`src/rtl/srx_pkg.sv`:
```
package srx_pkg;
    typedef enum logic [2:0] {
        S_IDLE  = 3'd0,
        S_START = 3'd1,
        S_DATA  = 3'd2,
        S_PAR   = 3'd3,
        S_STOP  = 3'd4
    } rx_state_e;

    typedef enum logic [1:0] {
        PAR_ODD   = 2'b00,
        PAR_EVEN  = 2'b01,
        PAR_MARK  = 2'b10,
        PAR_SPACE = 2'b11
    } par_mode_e;
endpackage

```
`src/rtl/srx_sync.sv`:
```
module srx_sync #(
    parameter int STAGES = 2,
    parameter logic RST_VAL = 1'b1
) (
    input  logic clk,
    input  logic rst_n,
    input  logic d_in,
    output logic d_out
);
    logic [STAGES-1:0] chain;

    always_ff @(posedge clk or negedge rst_n) begin
        if (!rst_n) chain <= {STAGES{RST_VAL}};
        else        chain <= {chain[STAGES-2:0], d_in};
    end

    assign d_out = chain[STAGES-1];
endmodule

```
`src/rtl/srx_fsm.sv`:
```
module srx_fsm
    import srx_pkg::*;
#(
    parameter int DATA_W = 8,
    parameter int OVS    = 16
) (
    input  logic              clk,
    input  logic              rst_n,
    input  logic              tick,
    input  logic              line,
    input  logic              run,
    input  logic [1:0]        wlen,
    input  logic              par_en,
    input  logic [1:0]        par_sel,
    output logic              deliver,
    output logic [DATA_W-1:0] dl_data,
    output logic              dl_pe,
    output logic              dl_fe,
    output logic              in_frame
);
    localparam int CNT_W = $clog2(OVS);
    localparam int IDX_W = $clog2(DATA_W);
    localparam logic [CNT_W-1:0] HALF_M1 = CNT_W'(OVS/2 - 1);
    localparam logic [CNT_W-1:0] FULL_M1 = CNT_W'(OVS - 1);

    rx_state_e          state, nxt;
    logic [CNT_W-1:0]   cnt;
    logic [IDX_W-1:0]   bit_idx;
    logic [DATA_W-1:0]  shreg;
    logic               par_bit;
    logic               sample_pt;
    logic [IDX_W-1:0]   last_idx;
    logic               par_odd;

    assign last_idx  = IDX_W'(DATA_W - 1) - IDX_W'(wlen);
    assign sample_pt = run && tick &&
                       (cnt == ((state == S_START) ? HALF_M1 : FULL_M1));
    assign par_odd   = ^shreg ^ par_bit;

    // state register
    always_ff @(posedge clk or negedge rst_n) begin
        if (!rst_n) state <= S_IDLE;
        else        state <= nxt;
    end

    // next state
    always_comb begin
        nxt = state;
        if (!run) begin
            nxt = S_IDLE;
        end else begin
            unique case (state)
                S_IDLE:  if (tick && !line) nxt = S_START;
                S_START: if (sample_pt) nxt = line ? S_IDLE : S_DATA;
                S_DATA:  if (sample_pt && bit_idx == last_idx)
                             nxt = par_en ? S_PAR : S_STOP;
                S_PAR:   if (sample_pt) nxt = S_STOP;
                S_STOP:  if (sample_pt) nxt = S_IDLE;
                default: nxt = S_IDLE;
            endcase
        end
    end

    // outputs and datapath
    always_ff @(posedge clk or negedge rst_n) begin
        if (!rst_n) begin
            cnt     <= '0;
            bit_idx <= '0;
            shreg   <= '0;
            par_bit <= 1'b0;
            deliver <= 1'b0;
            dl_data <= '0;
            dl_pe   <= 1'b0;
            dl_fe   <= 1'b0;
        end else begin
            deliver <= 1'b0;
            if (nxt != state)  cnt <= '0;
            else if (tick)     cnt <= cnt + 1'b1;

            if (sample_pt) begin
                unique case (state)
                    S_START: begin
                        bit_idx <= '0;
                        shreg   <= '0;
                    end
                    S_DATA: begin
                        shreg   <= {line, shreg[DATA_W-1:1]};
                        bit_idx <= bit_idx + 1'b1;
                    end
                    S_PAR: par_bit <= line;
                    S_STOP: begin
                        deliver <= 1'b1;
                        dl_data <= shreg >> wlen;
                        dl_fe   <= !line;
                        if (!par_en)
                            dl_pe <= 1'b0;
                        else if (par_mode_e'(par_sel) == PAR_ODD)
                            dl_pe <= !par_odd;
                        else if (par_mode_e'(par_sel) == PAR_EVEN)
                            dl_pe <= par_odd;
                        else
                            dl_pe <= 1'b0;
                    end
                    default: ;
                endcase
            end
        end
    end

    assign in_frame = (state != S_IDLE);
endmodule

```
`src/rtl/srx_flags.sv`:
```
module srx_flags #(
    parameter int DATA_W = 8
) (
    input  logic              clk,
    input  logic              rst_n,
    input  logic              deliver,
    input  logic [DATA_W-1:0] dl_data,
    input  logic              dl_pe,
    input  logic              dl_fe,
    input  logic              rd_strobe,
    output logic [DATA_W-1:0] rx_data,
    output logic              rx_full,
    output logic              parity_err,
    output logic              framing_err,
    output logic              overrun
);
    always_ff @(posedge clk or negedge rst_n) begin
        if (!rst_n) begin
            rx_data     <= '0;
            rx_full     <= 1'b0;
            parity_err  <= 1'b0;
            framing_err <= 1'b0;
            overrun     <= 1'b0;
        end else if (deliver) begin
            if (rx_full && !rd_strobe) begin
                overrun <= 1'b1;
            end else begin
                rx_data <= dl_data;
                rx_full <= 1'b1;
                if (dl_pe || dl_fe) begin
                    parity_err  <= parity_err  | dl_pe;
                    framing_err <= framing_err | dl_fe;
                end else begin
                    parity_err  <= 1'b0;
                    framing_err <= 1'b0;
                    overrun     <= 1'b0;
                end
            end
        end else if (rd_strobe) begin
            rx_full <= 1'b0;
        end
    end
endmodule

```
`src/rtl/serial_rx_path.sv`:
```
module serial_rx_path #(
    parameter int DATA_W      = 8,
    parameter int OVS         = 16,
    parameter int SYNC_STAGES = 2
) (
    input  logic              clk,
    input  logic              rst_n,
    input  logic              tick16,
    input  logic              rxd_in,
    input  logic              dcd_n,
    input  logic              rx_enable,
    input  logic              irq_mask,
    input  logic              fc_mode,
    input  logic              echo_en,
    input  logic [1:0]        tx_ctl,
    input  logic [1:0]        wlen,
    input  logic              par_en,
    input  logic [1:0]        par_sel,
    input  logic              rd_strobe,
    output logic [DATA_W-1:0] rx_data,
    output logic              rx_full,
    output logic              parity_err,
    output logic              framing_err,
    output logic              overrun,
    output logic              fc_n,
    output logic              echo_txd,
    output logic              rx_irq
);
    logic              line_s;
    logic              run;
    logic              deliver;
    logic [DATA_W-1:0] rcv_data;
    logic              rcv_pe;
    logic              rcv_fe;
    logic              in_frame;

    assign run = rx_enable && !dcd_n;

    srx_sync #(.STAGES(SYNC_STAGES), .RST_VAL(1'b1)) u_sync (
        .clk(clk), .rst_n(rst_n), .d_in(rxd_in), .d_out(line_s)
    );

    srx_fsm #(.DATA_W(DATA_W), .OVS(OVS)) u_fsm (
        .clk(clk), .rst_n(rst_n), .tick(tick16), .line(line_s), .run(run),
        .wlen(wlen), .par_en(par_en), .par_sel(par_sel),
        .deliver(deliver), .dl_data(rcv_data), .dl_pe(rcv_pe),
        .dl_fe(rcv_fe), .in_frame(in_frame)
    );

    srx_flags #(.DATA_W(DATA_W)) u_flags (
        .clk(clk), .rst_n(rst_n), .deliver(deliver), .dl_data(rcv_data),
        .dl_pe(rcv_pe), .dl_fe(rcv_fe), .rd_strobe(rd_strobe),
        .rx_data(rx_data), .rx_full(rx_full), .parity_err(parity_err),
        .framing_err(framing_err), .overrun(overrun)
    );

    always_ff @(posedge clk or negedge rst_n) begin
        if (!rst_n) echo_txd <= 1'b1;
        else        echo_txd <= (echo_en && tx_ctl == 2'b00) ? line_s : 1'b1;
    end

    assign fc_n   = !(rx_full || (fc_mode && in_frame));
    assign rx_irq = rx_full && !irq_mask && rx_enable;
endmodule

```
`config.mk`:
```
export PLATFORM = sky130hd
export DESIGN_NAME = serial_rx_path
export DESIGN_NICKNAME = d
export VERILOG_FILES = /design/src/rtl/srx_pkg.sv /design/src/rtl/srx_sync.sv /design/src/rtl/srx_fsm.sv /design/src/rtl/srx_flags.sv /design/src/rtl/serial_rx_path.sv
export SDC_FILE = /design/constraint.sdc
export NUM_CORES = 1
export LEC_CHECK = 0
export BUFFER_PORTS_ARGS = -buffer_cell sky130_fd_sc_hd__buf_2
export CAP_MARGIN = 20
export CELL_PAD_IN_SITES_DETAIL_PLACEMENT = 0
export CELL_PAD_IN_SITES_GLOBAL_PLACEMENT = 1
export CORE_ASPECT_RATIO = 0.9
export CORE_MARGIN = 2
export CORE_UTILIZATION = 45
export CTS_CLUSTER_DIAMETER = 150
export DETAILED_ROUTE_END_ITERATION = 8
export GPL_ROUTABILITY_DRIVEN = 0
export GPL_TIMING_DRIVEN = 1
export PLACE_DENSITY_LB_ADDON = 0.1
export SETUP_SLACK_MARGIN = 0.3
export SLEW_MARGIN = 5
export SYNTH_ARGS = -nofsm -noshare
export SYNTH_HDL_FRONTEND = slang
export SYNTH_HIERARCHICAL = 1
export SYNTH_SLANG_ARGS = --single-unit
```
`constraint.sdc`:
```
create_clock -name clk -period 3 [get_ports clk]
set_clock_uncertainty 0.1 [all_clocks]
set_input_delay 0.6 -clock clk [delete_from_list [all_inputs] [get_ports clk]]
set_output_delay 0.6 -clock clk [all_outputs]
set_load 0.02 [all_outputs]
```
* Word level (Yosys, flattened, before mapping)
Cells that the tools add are included.
** Word-level totals
- Memory bits (writable) :: 0
- Memories kept :: 0
- Input port bits :: 17
- Memory bits (read-only) :: 0
- Latch bits :: 0
- Register bits after elaboration :: 45
- Logic and storage cells :: 93
** Cells by class
- Shifts and indexed selects :: 1
- Equal/unequal tests :: 10
- Bitwise logic cells :: 4
- $lt $le $gt $ge :: 0
- Divide/modulo/power cells :: 0
- Multiplexer cells :: 27
- Multipliers :: 0
- Add/sub/neg operators :: 3
- Reduce and logical (&&, ||, !) cells :: 32
** Operators by type and width (count)
- $mux 3 :: 7
- $pmux 8 s2 :: 1
- $pmux 3 s5 :: 1
- $mux 1 :: 13
- $mux 4 :: 3
- $reduce_and 2->1 :: 6
- $logic_and 1x1->1 :: 10
- $reduce_xor 8->1 :: 1
- $shr 8x2->8 :: 1
- $eq 3x2->1 const B :: 2
- $logic_not 1->1 :: 6
- $pmux 3 s2 :: 1
- $reduce_bool 2->1 :: 3
- $add 4x1->4 const B :: 1
- $eq 4x4->1 :: 1
- $logic_not 2->1 :: 2
- $add 3x1->3 const B :: 1
- $eq 3x1->1 const B :: 1
- $eq 3x3->1 :: 1
- $eq 3x3->1 const B :: 1
- $logic_not 3->1 :: 1
- $ne 3x3->1 :: 1
- $reduce_bool 3->1 :: 1
- $sub 3x2->3 const A :: 1
- 8 further kinds :: 10

* Depth between registers and ports, before layout
Gate-level depths: netlist (run 1).
- Word-level depth :: 10
- Mapped depth :: 7
- Depth with buffers taken out :: 6

* Modules after synthesis
Netlist (run 1), hierarchy kept.
** By module, submodules not included
- srx_fsm :: cells each 163, seq. area each 750.7 sq um, times used 1, area an instance 1697.9 sq um
- srx_flags :: cells each 31, seq. area each 300.3 sq um, times used 1, area an instance 504.2 sq um
- serial_rx_path :: cells each 5, seq. area each 26.3 sq um, times used 1, area an instance 56.3 sq um
- srx_sync :: cells each 2, seq. area each 52.6 sq um, times used 1, area an instance 52.6 sq um

* Least setup slack after synthesis (run 1)
No wires, ideal clock.
- Path type :: input-to-reg
- From :: input port rx_enable
- To :: register u_fsm.bit_idx[0]
- Cell stages on the path :: 6
- Path slack :: 817 ps
- Setup time :: 125 ps
- Data arrival time :: 1958 ps
- Required time :: 2775 ps
- Cells stage by stage :: nor2b_1 nand4_1 or3_4 a21o_1 buf_6 mux2_4
** On the way
- Word-level cells in the longest chain between the ends :: 4
** Ends and longest elaborated chain
- from (decl) :: line serial_rx_path.sv:11 : input logic rx_enable,
- $logic_and 1x1->1 :: line serial_rx_path.sv:37 : assign run = rx_enable && !dcd_n;
- $logic_and 1x1->1 (2 in series) :: line srx_fsm.sv:36 : assign sample_pt = run && tick &&
- $reduce_and 2->1 (no line)
- to (signal assigned) :: line srx_fsm.sv:88 : bit_idx <= bit_idx + 1'b1;
- to (decl) :: line srx_fsm.sv:28 : logic [IDX_W-1:0] bit_idx;
Every way passes these cells.
A chain may end at the register's enable or synchronous reset.

* Final worst setup path (run 1)
- From :: register u_fsm.state[1]
- To :: output port fc_n
** On the way
- Word-level cells in the longest chain between the ends :: 4
** Ends and longest elaborated chain
- from (decl) :: line srx_fsm.sv:26 : rx_state_e state, nxt;
- from (signal assigned) :: line srx_fsm.sv:43 : else state <= nxt;
- $reduce_bool 3->1 :: line srx_fsm.sv:110 : assign in_frame = (state != S_IDLE);
- via in_frame :: line serial_rx_path.sv:35 : logic in_frame;
- $logic_and 1x1->1 :: line serial_rx_path.sv:62 : assign fc_n = !(rx_full || (fc_mode && in_frame));
- $logic_or 1x1->1 :: line serial_rx_path.sv:62
- $logic_not 1->1 :: line serial_rx_path.sv:62
- to (decl) :: line serial_rx_path.sv:25 : output logic fc_n,
The timed path passes the listed nets, and every way through them passes these cells.

==> flow_results.org, run 1 <==
** Status
- The run finished with clean final reports.

** Worst setup path
- CP max FO :: 18
- CP max stage delay :: 0.59 ns
- Critical-path top delay cell :: dfrtp_1
- The worst register-to-register path has a setup slack of 0.88 ns.
- The critical path goes through nor2_1, nand2_1, a21oi_1, buf_2.
- Data on the critical path arrives at its endpoint at 1.57 ns.
- At the worst endpoint, the required time is 2.30 ns.
- Worst path bufs/invs :: 1
- Kind of end point of the critical path :: primary output
- CP delay by family, top :: flip-flops
- The worst setup path is of the flip-flop to primary output kind.
- Kind of start point of the critical path :: flip-flop

** Clock tree
- Clock-pin slew was measured on the worst setup and hold paths at 0.09 ns.
- Total setup buffers inserted after CTS :: 0
- The tree is rooted in a clkbuf_8.
- TritonCTS clock tree :: built
- The clock net in this run drives a total of 45 sinks.
- Num CTS Buffers :: 5
- H-tree depth reported by CTS :: 2
- The number of hold buffers added after CTS was 0.
- Number of buffers between clock root and the deepest sink :: 2
- Once the clock tree was built, the resizer swapped 0 gates to a different size.
- Clock latency of the later-clocked register in the worst-skew pair :: 0.30 ns

** Die
- The core region is 4890 sq um.
- The floorplan step defined a die boundary enclosing 5730 sq um.
- Initial core utilization :: 47.2%
- The die is 79.5 um wide.
- 32 I/O pins were placed.
- Rows :: 24
- Measured along the y axis, the die boundary spans 72.0 um.

** Power
- Total power for the finished layout comes to 1.34 mW.
- In this run the power density over the cells is 512 nW/um^2.
- Static leakage :: 1.25 nW
- VDD sags by at most 277 uV.

** Finish
- Share of layout cells above drive strength 1 :: 28.3%
- The final layout contains 248 nets.
- After filler insertion, the fill cell instance count of the layout stands at 443.
- Syn-to-layout area delta :: 13.4%
- Number of antenna cells inserted :: 0
- Once layout is complete, the utilization of the core stands at 53.5%.

** Synthesis
- The synthesized netlist occupies a cell area of 2310 sq um.
- FF+latch count, synth :: 45
- Cell with the most instances after synthesis :: dfrtp_1
- Yosys mapped a number of flops with a built-in enable equal to 0.
- Top FF cell, synth :: dfrtp_1
- Distinct cell type count of the synthesized netlist :: 49
- Leading cell types by total area after synthesis :: dfrtp_1, mux2_4, xnor2_1, dfstp_2, a22o_1
- Proportion of synthesized flip-flops having asynchronous set or reset :: 100%
- Summed over all instances, the cell type with the most area after synthesis is dfrtp_1.
- Syn_area_per_cell :: 11.5 sq um
- Top-area cell type share of the netlist area :: 45.5%
- Syn Nets :: 220
- Cell count after synthesis :: 201
- The commonest cells after synthesis are dfrtp_1, nand2_1, o21ai_0, xnor2_1.
- Sequential elements use 48.9% of the synthesized area.
- Synth Warn # :: 6

** Drt
- DRC :: 0
- The first TritonRoute pass finished after 4 iterations.
- Summed over all layers, the routed wires come to 4310 um.
- The count of nets left with antenna violations once routing finished came out at 0.
- First-iteration detailed-routing DRC count :: 68
- For this block, the via count after detailed routing is 1611.
- Average detailed-routed wire length per instance :: 14.6 um
- In the routed layout, each cell is associated on average with a via count of 5.46.

** STA
- Number of hold violations in the final report :: 0
- In the finished design, the share of the clock period the worst path needs comes to 75.6%.
- Setup repair after global routing left no endpoint under its margin.
- Actual slew at the worst max-slew pin :: 0.941 ns
- Final hold slack :: 0.273 ns
- Post-route setup slack :: 0.731 ns
- In this run the tightest slew margin relative to its limit is 37.2%.
- Subtracting the final worst setup slack from the clock period gives 2.27 ns.
- The number of pins exceeding their max-slew limit in the final report was 0.
- Setup violations remaining at the end of the flow were counted as 0.
- Adding up every negative setup slack in the final design gives 0 ns.
- Max Clk Rate :: 441 MHz

** Worst hold path
- The tightest min-delay check is of the flip-flop to flip-flop type.

** Placed design
- The count of buffers added on input and output ports is 31.
- Placement-stage worst setup slack :: 0.487 ns
- Detailed placement ended at an HPWL of 3170 um.

** Run
- Max-cap violations in this run came to 0.

** Global route
- Via count of the first global-routing pass :: 1573
- Remaining global-route overflow :: 0
- Global-route wire length before repair :: 7600 um
- The initial antenna violation count is 0.
- Entering global routing, the biggest net connects 46 pins.
- Global routing used 17.1% of the available tracks across all layers.
-- report_power, final --
group          switching, mW  total, mW  internal (mW)
sequential            0.0410      0.675          0.634
combinational         0.0594      0.122         0.0630
clock                  0.210      0.545          0.335
total                  0.310       1.34           1.03
-- stage by stage --
step	area [sq um]	instances
6_report	2620	295
5_1_grt	2620	295
3_5_place_dp	2480	287
4_1_cts	2620	295
3_3_place_gp	2480	287
2_1_floorplan	2310	201
-- final timing paths --
kind                                  from               end  cells after the start
hold / removal             u_sync/chain[0]   u_sync/chain[1]                      0
min in group asynchronous            rst_n    u_fsm/state[1]                      1
setup reg to reg            u_fsm/state[1]  u_fsm/bit_idx[0]                      5
hold reg to reg            u_sync/chain[0]   u_sync/chain[1]                      0
max in group asynchronous            rst_n      u_fsm/cnt[2]                      1
setup / recovery            u_fsm/state[1]              fc_n                      4
-- kinds of logic after synthesis --
logic type | after synthesis | synth area share [%]
AO/OA/AOI/OAI | 44 | 13.5
buffers and inverters | 18 | 4.44
adder cells (fa/ha/maj) | 2 | 1.08
AND/OR/NAND/NOR | 55 | 13.5
multiplexers | 21 | 12.5
flip-flops | 45 | 48.9
XOR/XNOR | 16 | 6.06
-- placed cells by master, fill, tap and decap left out, types with 5 or more instances in the layout --
master	n
a22o_1	9
mux2_2	7
a21oi_1	7
mux2_4	9
inv_1	6
nand2_1	18
dfrtp_1	42
clkbuf_8	5
o21ai_0	10
nor2_1	6
xor2_1	6
buf_2	31
xnor2_1	10
-- layout make-up --
cell class	instances	area, sq um	area share (%)
clock buffer	5	68.8	2.63
clock inverter	3	68.8	2.63
inverter	6	22.5	0.860
multi-input combinational	138	1080	41.2
sequential	45	1130	43.1
tap	65	81.3	3.10
timing repair buffer	33	170	6.49
-- flip-flops by register name, indices dropped and copies added, names as in the netlist, 2 cells and up --
| name | cells |
|---|---|
| u_fsm/bit_idx | 3 |
| u_flags/rx_data | 8 |
| u_sync/chain | 2 |
| u_fsm/dl_data | 8 |
| u_fsm/shreg | 8 |
| u_fsm/state | 3 |
| u_fsm/cnt | 4 |
-- per-layer routing --
metal	global-route usage, %	vias to the layer above	routed length (um)
met5	0	-	0
met4	5.36	0	52
met3	4.48	7	242
met2	25.7	48	1910
met1	24.3	770	2100
li1	-	786	-
No activity file was read; power rests on OpenSTA's default activity.
==> inputs of run 2 (changes only) <==
- CORE_UTILIZATION: 45 -> 41
- clock period: 3 -> 2 ns (I/O delays scaled with it)
==> run 2 against run 1 <==
  * Global-route usage is 1.1 points higher
  * Critical path type is now flip-flop to flip-flop
  * Largest cell class is now multi-input combinational cells
  * Clock power is 8.8% higher
  * Utilization rose by 3.4 points
  * Power increased by 45%
==> flow_results.org, run 2 (same netlist as run 1, synthesis figures left out) <==
** Status
- The flow ran to the end, and the final reports show no timing, DRC or antenna violations.

** Run
- The tool flagged a number of max-cap violations equal to 0.

** Placed design
- Cell total after placement :: 298
- Number of buffers inserted by port buffering :: 31
- Timing analysis after detailed placement gives a worst setup slack of -0.0502 ns.
- Total placed instance area :: 2570 sq um
- Final HPWL DP :: 3520 um

** Drt
- For this run, the detailed router's first-pass iteration total came to 4.
- DRC :: 0
- The detailed router finished its first iteration with 109 violations.
- The count of nets left with antenna violations once routing finished came out at 0.
- Total number of vias :: 1789
- Post-DR vias/cell :: 5.45
- Final Routed Wirelength :: 5660 um
- In the final routed layout, each cell accounts on average for 17.3 um.

** Worst setup path
- Worst Setup SP :: u_fsm/state[2]
- CP max stage delay :: 0.43 ns
- Crit Path Class :: flip-flop to flip-flop
- For the worst flop-to-flop path, the logic depth is 5.
- Worst reg-to-reg setup slack :: 0.11 ns
- Cell count along the critical path :: 5
- Data on the critical path arrives at its endpoint at 1.97 ns.
- Chain of cells forming the critical path :: nor3b_2, xnor2_2, or3_4, a21o_4, mux2_4
- Critical-path top delay cell :: dfrtp_1
- In this run the worst path has a maximum fanout of 5.
- In this design, the largest share of critical-path delay is due to simple AND/OR/NAND/NOR gates.
- Crit Reg-Reg Startpoint :: u_fsm/state[2]
- Destination of the worst register-to-register timing path :: u_fsm/bit_idx[0]
- Required arrival time at the worst endpoint :: 2.08 ns
- Counting both buffers and inverters, the worst setup path holds a total of 0.
- Kind of start point of the critical path :: flip-flop
- The critical path ends at u_fsm/bit_idx[0].
- Kind of end point of the critical path :: flip-flop

** Global route
- Remaining global-route overflow :: 0
- The first global-routing pass estimated 8890 um of wire.
- GR Util All Layers :: 18.2%
- The via count of the first global-routing pass is 1775.
- Entering global routing, the biggest net connects 26 pins.
- The initial antenna violation count is 0.

** Clock tree
- Number of sinks handled by clock tree synthesis :: 45
- The longest clock path from root to sink contains 2 buffers.
- Clock-pin slew was measured on the worst setup and hold paths at 0.09 ns.
- TritonCTS clock tree :: built
- Num CTS Buffers :: 5
- The later pin in the worst-skew pair is clocked with a latency of 0.30 ns.
- The H-tree was split into 2 levels.
- The root buffer cell chosen for the clock tree is clkbuf_8.

** Die
- The core region is 5350 sq um.
- Area of the die :: 6250 sq um
- Measured along the x axis, the die boundary spans 83.1 um.
- Once the floorplan was initialized, standard cells occupied 43.2% of the core.
- Measured along the y axis, the die boundary spans 75.2 um.
- # IOs :: 32
- The initialized floorplan defines 25 standard-cell rows.

** STA
- Across all setup checks in the final design, the least slack found is 0.115 ns.
- Max-slew headroom :: 65.8%
- At the pin with the least slew margin, the transition time is 0.513 ns.
- Endpoints failing setup :: 0
- Final hold analysis gives a worst-case slack of 0.0955 ns.
- Final critical-path required period :: 1.89 ns
- Number of pins exceeding their max-slew limit in the final report :: 0
- Max Clk Rate :: 530 MHz
- Final sum of negative setup slack :: 0 ns
- Final Cycle Share :: 94.3%
- Setup repair after global routing could not meet its margin everywhere.
- Number of hold violations in the final report :: 0

** Finish
- Once layout is complete, the utilization of the core stands at 57.0%.
- The number of antenna diodes in the final layout is 0.
- In the final layout, the registers with the most flip-flops are u_flags/rx_data (8), u_fsm/dl_data (8), u_fsm/shreg (8).
- Most frequent cells in the layout :: dfrtp_1, buf_2, buf_4, nand2_1, mux2_4
- The finished layout holds 328 standard cells, fillers aside.
- Once layout is done, the placed cells without fillers occupy 3050 sq um.
- Syn-to-layout area delta :: 31.8%
- Nets :: 279
- Most common cell after layout, fill and taps aside :: dfrtp_1
- Share of layout cells above drive strength 1 :: 47.9%

** Power
- Static leakage :: 1.46 nW
- IR analysis of the VDD net gives a maximum drop of 336 uV.
- Final Total Pwr :: 1.94 mW
- Pwr/cell area :: 638 nW/um^2

** Worst hold path
- Worst min path class :: input port to flip-flop
==> run 2: cell types whose count changed in the layout (fill, tap and decap cells not counted), moves of 5 or more <==
cell / previous run / this run
buf_4: 2 / 19
buf_6: 0 / 10
nand2_1: 18 / 12
o21ai_0: 10 / 5
==> run 2: power breakdown <==
group | switching (mW) | internal, mW
combinational | 0.167 | 0.181
clock | 0.313 | 0.280
sequential | 0.0510 | 0.952
==> run 2: how the worst min path moves through the flow <==
| stage | startpoint | to | slack [ns] | cells past startpoint |
|---|---|---|---|---|
| after floorplan | rst_n | u_flags/framing_err | 0.004 | 0 |
| after global placement | u_sync/chain[0] | u_sync/chain[1] | 0.25 | 0 |
| after detailed placement | u_sync/chain[0] | u_sync/chain[1] | 0.25 | 0 |
| after CTS | rxd_in | u_sync/chain[0] | 0.09 | 1 |
| after global routing | rxd_in | u_sync/chain[0] | 0.08 | 1 |
| final | rxd_in | u_sync/chain[0] | 0.1 | 1 |
==> run 2: layout make-up <==
type | count | area [sq um]
clock buffers | 6 | 82.6
clock inverters | 2 | 13.8
fillers | 471 | 2300
inverters | 6 | 25.0
multi-input cells | 139 | 1270
flip-flops and latches | 45 | 1130
well taps | 67 | 83.8
repair buffers | 63 | 445
==> run 2: worst register-to-register path: stages (launching register included) <==
cell     delay, ns
dfrtp_1       0.43
nor3b_2       0.26
xnor2_2       0.11
or3_4         0.38
a21o_4        0.23
mux2_4        0.26
==> run 2: repair_timing <==
item                                   4_1_cts  5_1_grt
setup endpoints to repair                   24       30
gates resized for setup                     16       44
cloned                                       2        2
endpoints found under the hold margin       20        0
pin swaps                                    7       14
hold buffers                                 1        0
buffers inserted                            11        6
==> run 2: layer usage <==
layer  vias to the layer above  wire length (um)  track usage [%]
li1                        851                 -                -
met1                       883              2680             24.8
met2                        49              2710             29.7
met3                         6               237             4.50
met4                         0                35             4.37
met5                         -                 0                0
